**src/rtl/timer_pkg.sv**
```systemverilog
package timer_pkg;
   typedef enum logic [1:0] {
      ADR_CTRL  = 2'd0,
      ADR_COUNT = 2'd1,
      ADR_EVENT = 2'd2,
      ADR_SPARE = 2'd3
   } tmr_addr_e;

   localparam int CTL_RUN_BIT   = 0;
   localparam int CTL_IEN_BIT   = 1;
   localparam int CTL_PULSE_BIT = 2;
   localparam int CTL_RATE_LSB  = 4;
endpackage

```
**src/rtl/cdt_rate_pick.sv**
```systemverilog
module cdt_rate_pick #(
   parameter int N_RATES = 4,
   parameter int SEL_W   = $clog2(N_RATES)
) (
   input  logic [N_RATES-1:0] rate_tick,
   input  logic [SEL_W-1:0]   sel,
   output logic               sel_tick
);
   logic [N_RATES-1:0] hit;

   generate
      if (N_RATES < 2) begin : g_bad
         $error("cdt_rate_pick: need at least two rates");
      end
      for (genvar i = 0; i < N_RATES; i++) begin : g_match
         localparam logic [SEL_W-1:0] IDX = SEL_W'(i);
         assign hit[i] = rate_tick[i] && (sel == IDX);
      end
   endgenerate

   assign sel_tick = |hit;
endmodule

```
**src/rtl/cdt_counter.sv**
```systemverilog
module cdt_counter #(
   parameter int CNT_W = 8
) (
   input  logic             clk,
   input  logic             rst_n,
   input  logic             load,
   input  logic [CNT_W-1:0] load_val,
   input  logic             step,
   output logic [CNT_W-1:0] cnt,
   output logic [CNT_W-1:0] reload,
   output logic             wrap
);
   localparam logic [CNT_W-1:0] ONE = CNT_W'(1);

   generate
      if (CNT_W < 2) begin : g_bad
         $error("cdt_counter: CNT_W must be at least 2");
      end
   endgenerate

   assign wrap = step && !load && (cnt <= ONE);

   always_ff @(posedge clk or negedge rst_n) begin
      if (!rst_n) begin
         cnt    <= '0;
         reload <= '0;
      end else if (load) begin
         cnt    <= load_val;
         reload <= load_val;
      end else if (step) begin
         if (cnt <= ONE) cnt <= reload;
         else            cnt <= cnt - ONE;
      end
   end

   AST_LOAD_BOTH: assert property (@(posedge clk) disable iff (!rst_n)
      load |=> (cnt == $past(load_val)) && (reload == $past(load_val)));
   AST_STEP_DOWN: assert property (@(posedge clk) disable iff (!rst_n)
      (step && !load && cnt > ONE) |=> cnt == $past(cnt) - ONE);
   AST_HOLD_IDLE: assert property (@(posedge clk) disable iff (!rst_n)
      (!step && !load) |=> $stable(cnt) && $stable(reload));
   AST_WRAP_RELOAD: assert property (@(posedge clk) disable iff (!rst_n)
      wrap |=> cnt == reload);
endmodule

```
**src/rtl/cdt_irq_gen.sv**
```systemverilog
module cdt_irq_gen (
   input  logic clk,
   input  logic rst_n,
   input  logic wrap,
   input  logic sel_tick,
   input  logic clr_req,
   input  logic irq_en,
   input  logic pulse_mode,
   output logic flag,
   output logic irq
);
   logic pulse_q;

   always_ff @(posedge clk or negedge rst_n) begin
      if (!rst_n)       flag <= 1'b0;
      else if (wrap)    flag <= 1'b1;
      else if (clr_req) flag <= 1'b0;
   end

   always_ff @(posedge clk or negedge rst_n) begin
      if (!rst_n)        pulse_q <= 1'b0;
      else if (wrap)     pulse_q <= 1'b1;
      else if (sel_tick) pulse_q <= 1'b0;
   end

   assign irq = irq_en && (pulse_mode ? pulse_q : flag);

   AST_FLAG_STICKY: assert property (@(posedge clk) disable iff (!rst_n)
      (flag && !clr_req) |=> flag);
   AST_SET_WINS: assert property (@(posedge clk) disable iff (!rst_n)
      wrap |=> flag);
   AST_PULSE_ONE_TICK: assert property (@(posedge clk) disable iff (!rst_n)
      (pulse_q && sel_tick && !wrap) |=> !pulse_q);
   AST_IRQ_GATED: assert property (@(posedge clk) disable iff (!rst_n)
      !irq_en |-> !irq);
endmodule

```
**src/rtl/tick_down_timer.sv**
```systemverilog
module tick_down_timer #(
   parameter int N_RATES = 4,
   parameter int CNT_W   = 8
) (
   input  logic               clk,
   input  logic               rst_n,
   input  logic [N_RATES-1:0] rate_tick,
   input  logic [1:0]         reg_addr,
   input  logic               reg_we,
   input  logic [CNT_W-1:0]   reg_wdata,
   output logic [CNT_W-1:0]   reg_rdata,
   output logic               irq
);
   import timer_pkg::*;

   localparam int SEL_W = $clog2(N_RATES);

   generate
      if (CNT_W < CTL_RATE_LSB + SEL_W) begin : g_bad
         $error("tick_down_timer: control field does not fit the data width");
      end
   endgenerate

   logic             run_q, ien_q, pmode_q;
   logic [SEL_W-1:0] rate_q;
   logic             sel_tick, wrap, flag;
   logic [CNT_W-1:0] cnt, reload;
   logic             wr_ctrl, wr_count, clr_req;

   assign wr_ctrl  = reg_we && (reg_addr == ADR_CTRL);
   assign wr_count = reg_we && (reg_addr == ADR_COUNT);
   assign clr_req  = reg_we && (reg_addr == ADR_EVENT) && reg_wdata[0];

   always_ff @(posedge clk or negedge rst_n) begin
      if (!rst_n) begin
         run_q   <= 1'b0;
         ien_q   <= 1'b0;
         pmode_q <= 1'b0;
         rate_q  <= '1;
      end else if (wr_ctrl) begin
         run_q   <= reg_wdata[CTL_RUN_BIT];
         ien_q   <= reg_wdata[CTL_IEN_BIT];
         pmode_q <= reg_wdata[CTL_PULSE_BIT];
         rate_q  <= reg_wdata[CTL_RATE_LSB +: SEL_W];
      end
   end

   cdt_rate_pick #(.N_RATES(N_RATES), .SEL_W(SEL_W)) i_pick (
      .rate_tick (rate_tick),
      .sel       (rate_q),
      .sel_tick  (sel_tick)
   );

   cdt_counter #(.CNT_W(CNT_W)) i_cnt (
      .clk      (clk),
      .rst_n    (rst_n),
      .load     (wr_count),
      .load_val (reg_wdata),
      .step     (run_q && sel_tick),
      .cnt      (cnt),
      .reload   (reload),
      .wrap     (wrap)
   );

   cdt_irq_gen i_irq (
      .clk        (clk),
      .rst_n      (rst_n),
      .wrap       (wrap),
      .sel_tick   (sel_tick),
      .clr_req    (clr_req),
      .irq_en     (ien_q),
      .pulse_mode (pmode_q),
      .flag       (flag),
      .irq        (irq)
   );

   always_comb begin
      reg_rdata = '0;
      case (reg_addr)
         ADR_CTRL: begin
            reg_rdata[CTL_RUN_BIT]             = run_q;
            reg_rdata[CTL_IEN_BIT]             = ien_q;
            reg_rdata[CTL_PULSE_BIT]           = pmode_q;
            reg_rdata[CTL_RATE_LSB +: SEL_W]   = rate_q;
         end
         ADR_COUNT: reg_rdata = cnt;
         ADR_EVENT: reg_rdata[0] = flag;
         default:   reg_rdata = '0;
      endcase
   end

   AST_NO_STEP_STOPPED: assert property (@(posedge clk) disable iff (!rst_n)
      (!run_q && !wr_count) |=> $stable(cnt));
   AST_NO_WRAP_ON_LOAD: assert property (@(posedge clk) disable iff (!rst_n)
      wr_count |-> !wrap);
   AST_SPARE_WRITE: assert property (@(posedge clk) disable iff (!rst_n)
      (reg_we && reg_addr == ADR_SPARE) |=>
         $stable(run_q) && $stable(ien_q) && $stable(pmode_q) && $stable(rate_q));
endmodule

```
**config.mk**
```make
export PLATFORM = sky130hd
export DESIGN_NAME = tick_down_timer
export DESIGN_NICKNAME = d
export VERILOG_FILES = /design/src/rtl/timer_pkg.sv /design/src/rtl/cdt_rate_pick.sv /design/src/rtl/cdt_counter.sv /design/src/rtl/cdt_irq_gen.sv /design/src/rtl/tick_down_timer.sv
export SDC_FILE = /design/constraint.sdc
export NUM_CORES = 1
export LEC_CHECK = 0
export CORE_UTILIZATION = 35
export DETAILED_ROUTE_END_ITERATION = 6
export PLACE_DENSITY = 0.55
export SLEW_MARGIN = 20
export SYNTH_ARGS = -nofsm -noshare
export SYNTH_HDL_FRONTEND = slang
export SYNTH_SLANG_ARGS = --single-unit
```
**constraint.sdc**
```tcl
create_clock -name clk -period 2.2 [get_ports clk]
set_clock_uncertainty 0.05 [all_clocks]
set_input_delay 0.44 -clock clk [delete_from_list [all_inputs] [get_ports clk]]
set_output_delay 0.44 -clock clk [all_outputs]
set_load 0.05 [all_outputs]
```
After elaboration in Yosys (flattened, before gate mapping)
Cells that the tools add are included.
- add/subtract/negate cells: 1
- order comparisons: 1
- equality and inequality tests: 5
- mux-type cells: 13
- reductions and logical operators: 19
- operator list (kind ; count):
    $mux 8 ; 3
    $logic_and 1x1->1 ; 12
    $le 8x1->1 const B ; 1
    $pmux 2 s2 ; 2
    $sub 8x1->8 const B ; 1
    $eq 2x2->1 const B ; 3
    $mux 1 ; 6
    $reduce_bool 2->1 ; 3
    $eq 2x1->1 const B ; 2
    $logic_not 2->1 ; 2
    $reduce_or 4->1 ; 1
    $pmux 1 s3 ; 1
    $mux 2 ; 1
    $logic_not 1->1 ; 1
- register bits: 23
- input bits: 17
- output and inout port bits: 9

Longest topological paths before layout
- depth after elaboration: 7
- depth in mapped cells: 7
- depth with buffers taken out: 6

Hierarchy
Synthesis repeated with hierarchy kept, for this count alone.
- cells, all modules: 125
- area, all modules: 1360.1 um2
- by module, submodules not included (module ; times used ; cells each ; area each (um2) ; sequential area each (um2)):
    cdt_counter ; 1 ; 85 ; 894.6 ; 400.4
    tick_down_timer ; 1 ; 31 ; 354.1 ; 127.6
    cdt_irq_gen ; 1 ; 8 ; 88.8 ; 50.0
    cdt_rate_pick ; 1 ; 1 ; 22.5 ; 0.0

Worst setup path after synthesis
Ideal clock, no wire load.
- kind: input to output
- start point: input port reg_addr[0]
- end point: output port reg_rdata[0]
- arrival time: 1.954 ns
- required time: 1.710 ns
- path slack: -0.244 ns
- cell stages on the path: 3
- path buffers: 1
- cells stage by stage: clkbuf_1 mux2i_1 o21ai_0
- word-level cells in the longest chain between the ends: 2
- elaborated cells between the ends (all ways): 4
- ends and longest elaborated chain (what ; line ; RTL):
    start: declaration ; tick_down_timer.sv:8 ; input logic [1:0] reg_addr,
    $eq 2x2->1 (tied with other cells) ; tick_down_timer.sv:79 ; case (reg_addr)
    $pmux 1 s3 * ; tick_down_timer.sv:79 ;
    end: declaration ; tick_down_timer.sv:11 ; output logic [CNT_W-1:0] reg_rdata,
Mark *: on every way between the ends. The rest lies on a longest branch, timed or not.

Final worst setup path
Same ends and word-level chain as after synthesis.

==> flow_summary.yaml <==
floorplan:
  ios: 26
  coreArea_sq_um: 3740
  initial_utilization_pct: 37.1
  die_w_microns: 65.0
  fp-row-count: 22
  dieArea_sq_um: 4220
  die_h_microns: 65.0
sta:
  finalCriticalPeriod_ps: 2120
  fin_crit_sh_pct: 96.2
  setup_ws_ps: 84.4
  grt_setup_unrepaired: "no"
  drv_slew: 0
  fin_setup_tns_ps: 0
  worst_pin_slew_ps: 480
  maxSlewHeadroom_pct: 67.9
  hold_viol: 0
  setup_viol: 0
  hold_slack_ps: 430
  timing.fmax_ghz: 0.473
final_layout:
  fin_cells: 241
  utilization_pct: 51.3
  drive_gt1_share_pct: 21.2
  nets: 213
  areaGrowthSynthToFinish_pct: 38.5
  diodes: 0
critical_path:
  cp_num_buf_inv: 3
  crit_path_end_kind: "primary output"
  critPathMaxStageDelay_ps: 520
  cp_max_fo: 7
  cp.required_ps: 1710
  path_delay_family: "buffers and inverters"
  crit_path_start_kind: "input pin"
  slowest_stage: "clkdlybuf4s50_1"
  worst-r2r-cell-count: 4
  critPathKind: "input pin to primary output"
  r2r-end: "i_irq.pulse_q"
  reg2reg_from: "i_cnt.cnt[4]"
  arrival_ps: 1630
  reg2reg_slack_ps: 190
  worstPathCellList: "clkdlybuf4s50_1 > buf_4 > mux2i_1 > o21ai_1 > buf_12"
synth:
  syn-cell-area_sq_um: 1390
  synthAdderAreaFrac_pct: 1.80
  synth_top_family_by_area: "simple AND/OR/NAND/NOR gates"
  synth_cell_types: 39
  synth-edff-count: 0
  synth_xor_area_share_pct: 1.89
  yosysWarnings: 0
  seq_area_frac_synth_pct: 41.7
  ys_seq_elements: 23
  yosys.area_share.simple_pct: 26.0
  muxShareOfSynthArea_pct: 11.4
  synthTopCellsByArea: "dfrtp_1, nand2_1, mux2i_1"
  synthTopCellsByCount: "nand2_1, dfrtp_1, nor2_1, mux2i_1, clkbuf_1"
  synthArstFlopShare_pct: 100
  syn_area_per_cell_sq_um: 9.01
  synth_compound_area_share_pct: 13.5
  synth_nets: 173
  synth_flop_cell: "dfrtp_1"
  netlist_instances: 154
  yosysTopAreaCell: "dfrtp_1"
  synth.most_common_cell: "nand2_1"
  synth_top_area_share_pct: 37.9
power_and_ir_drop:
  power.leakage_nw: 0.832
  ir_worst_vdd_mv: 0.458
  p_per_area_nw_per_um2: 979
hold_path:
  hp-start: "i_irq.pulse_q"
  whs_endpoint: "i_irq.pulse_q"
  whs_path_depth: 2
  hold_class: "flop to flop"
placement:
  io_buffers: 25
  hpwlAfterDp_mm: 2.79
  dpl_worst_slack_ps: 23.1
  post-place-cells: 237
  globalplace.congestion: 0.867
clock_tree:
  h-tree-depth: 1
  cts_tree: "done"
  cts_hold_buf: 0
  cts_made_buffers: 3
  clk_pin_slew_worst_paths_ps: 90
  clk_latency_ps: 270
  cts_sinks: 23
  cts_root_buf: "clkbuf_8"
  post_cts_buffers: 0
  cts_max_path_buffers: 2
  ctsResizeCount: 0
global_routing:
  grt_overflow: 0
  met2_usage_pct: 30.7
  grt.total_usage_pct: 19.4
  antenna_found_initial: 0
  use_met3_pct: 2.29
  grt_max_degree: 24
  grt_most_used_layer: "met2"
  grt_pass1_wl_mm: 6.15
  grt_pass1_vias: 1297
  met1_usage_pct: 26.3
drt:
  drc: 0
  dr_total_vias: 1307
  ant_nets: 0
  wl_per_cell_microns: 15.0
  drt_iter0_markers: 45
  dr.pass1.iters: 4
  wirelength_mm: 3.62
  viasPerCell: 5.42
status:
  outcome: "finished, final reports clean"
run:
  drv_cap: 0
## layout by cell type, fill, tap and decap left out, types with 2 or more instances in the layout
master	netlist	final
xnor2_1	2	2
mux2i_1	9	9
inv_1	3	3
ha_1	2	2
nand2_1	27	27
a21oi_1	7	7
dfrtp_1	21	21
nand3b_1	2	2
clkbuf_8	0	3
and2_1	4	4
buf_4	0	20
nand2b_1	3	3
o211ai_1	4	4
or4_1	3	3
nor4_1	3	3
nor2_1	12	12
clkdlybuf4s50_1	0	16
o21ai_0	6	5
nor2b_1	3	3
o22ai_1	2	2
or3_1	5	5
o31ai_1	2	2
a211o_1	2	2
mux2_2	6	6
o21ai_1	1	2
dfstp_2	2	2
buf_12	0	8
## worst max path at each step
stage,to,start,cells after the start,slack [ps]
after floorplan,reg_rdata[0],reg_addr[0],3,130
after global placement,i_cnt.cnt[7],rate_tick[3],6,70
after detailed placement,i_cnt.cnt[6],rate_tick[3],5,20
after CTS,reg_rdata[0],reg_addr[0],5,80
after global routing,reg_rdata[0],reg_addr[0],5,5
final,reg_rdata[0],reg_addr[0],5,80
## flip-flops by register name, summed over array words and instances, names as in the netlist
name	count
ien_q	1
i_irq.pulse_q	1
i_cnt.reload	8
rate_q	2
i_irq.flag	1
pmode_q	1
run_q	1
i_cnt.cnt	8
## per-stage QoR
stage	cell area, sq um	power [mW]
CTS	1920	1.89
floorplan	1390	1.19
global route	1920	2.01
global placement	1880	1.60
finish	1920	1.88
detailed placement	1880	1.61
## kinds of logic after synthesis
family          Yosys count
compound gates           29
xor+xnor                  3
mux                      15
fa+ha+maj                 2
flops                    23
simple gates             70
buf+inv                  12
## worst min-delay path, delay by kind of cell, from the launching register on
kind	cells	cell delay, ps
simple gates	2	100
flops	1	360
## layout make-up
class | instances | area (sq um)
sequential | 23 | 578
timing repair buffer | 44 | 470
fill | 389 | 1820
clock buffer | 4 | 45.0
inverter | 3 | 11.3
multi-input combinational | 119 | 757
tap | 48 | 60.1
## routing by layer
| layer | share of wire [%] | up-vias |
|---|---|---|
| met5 | 0 | - |
| met4 | 1.8 | 0 |
| li1 | - | 627 |
| met3 | 4.4 | 7 |
| met1 | 47 | 632 |
| met2 | 46 | 41 |
## power by group
| part | leakage [nW] | switching, mW | internal, mW | total, mW |
|---|---|---|---|---|
| Clock | 0.0228 | 0.142 | 0.130 | 0.271 |
| Sequential | 0.278 | 0.102 | 0.535 | 0.637 |
| Combinational | 0.532 | 0.500 | 0.473 | 0.973 |
No activity file was read; power rests on OpenSTA's default activity.
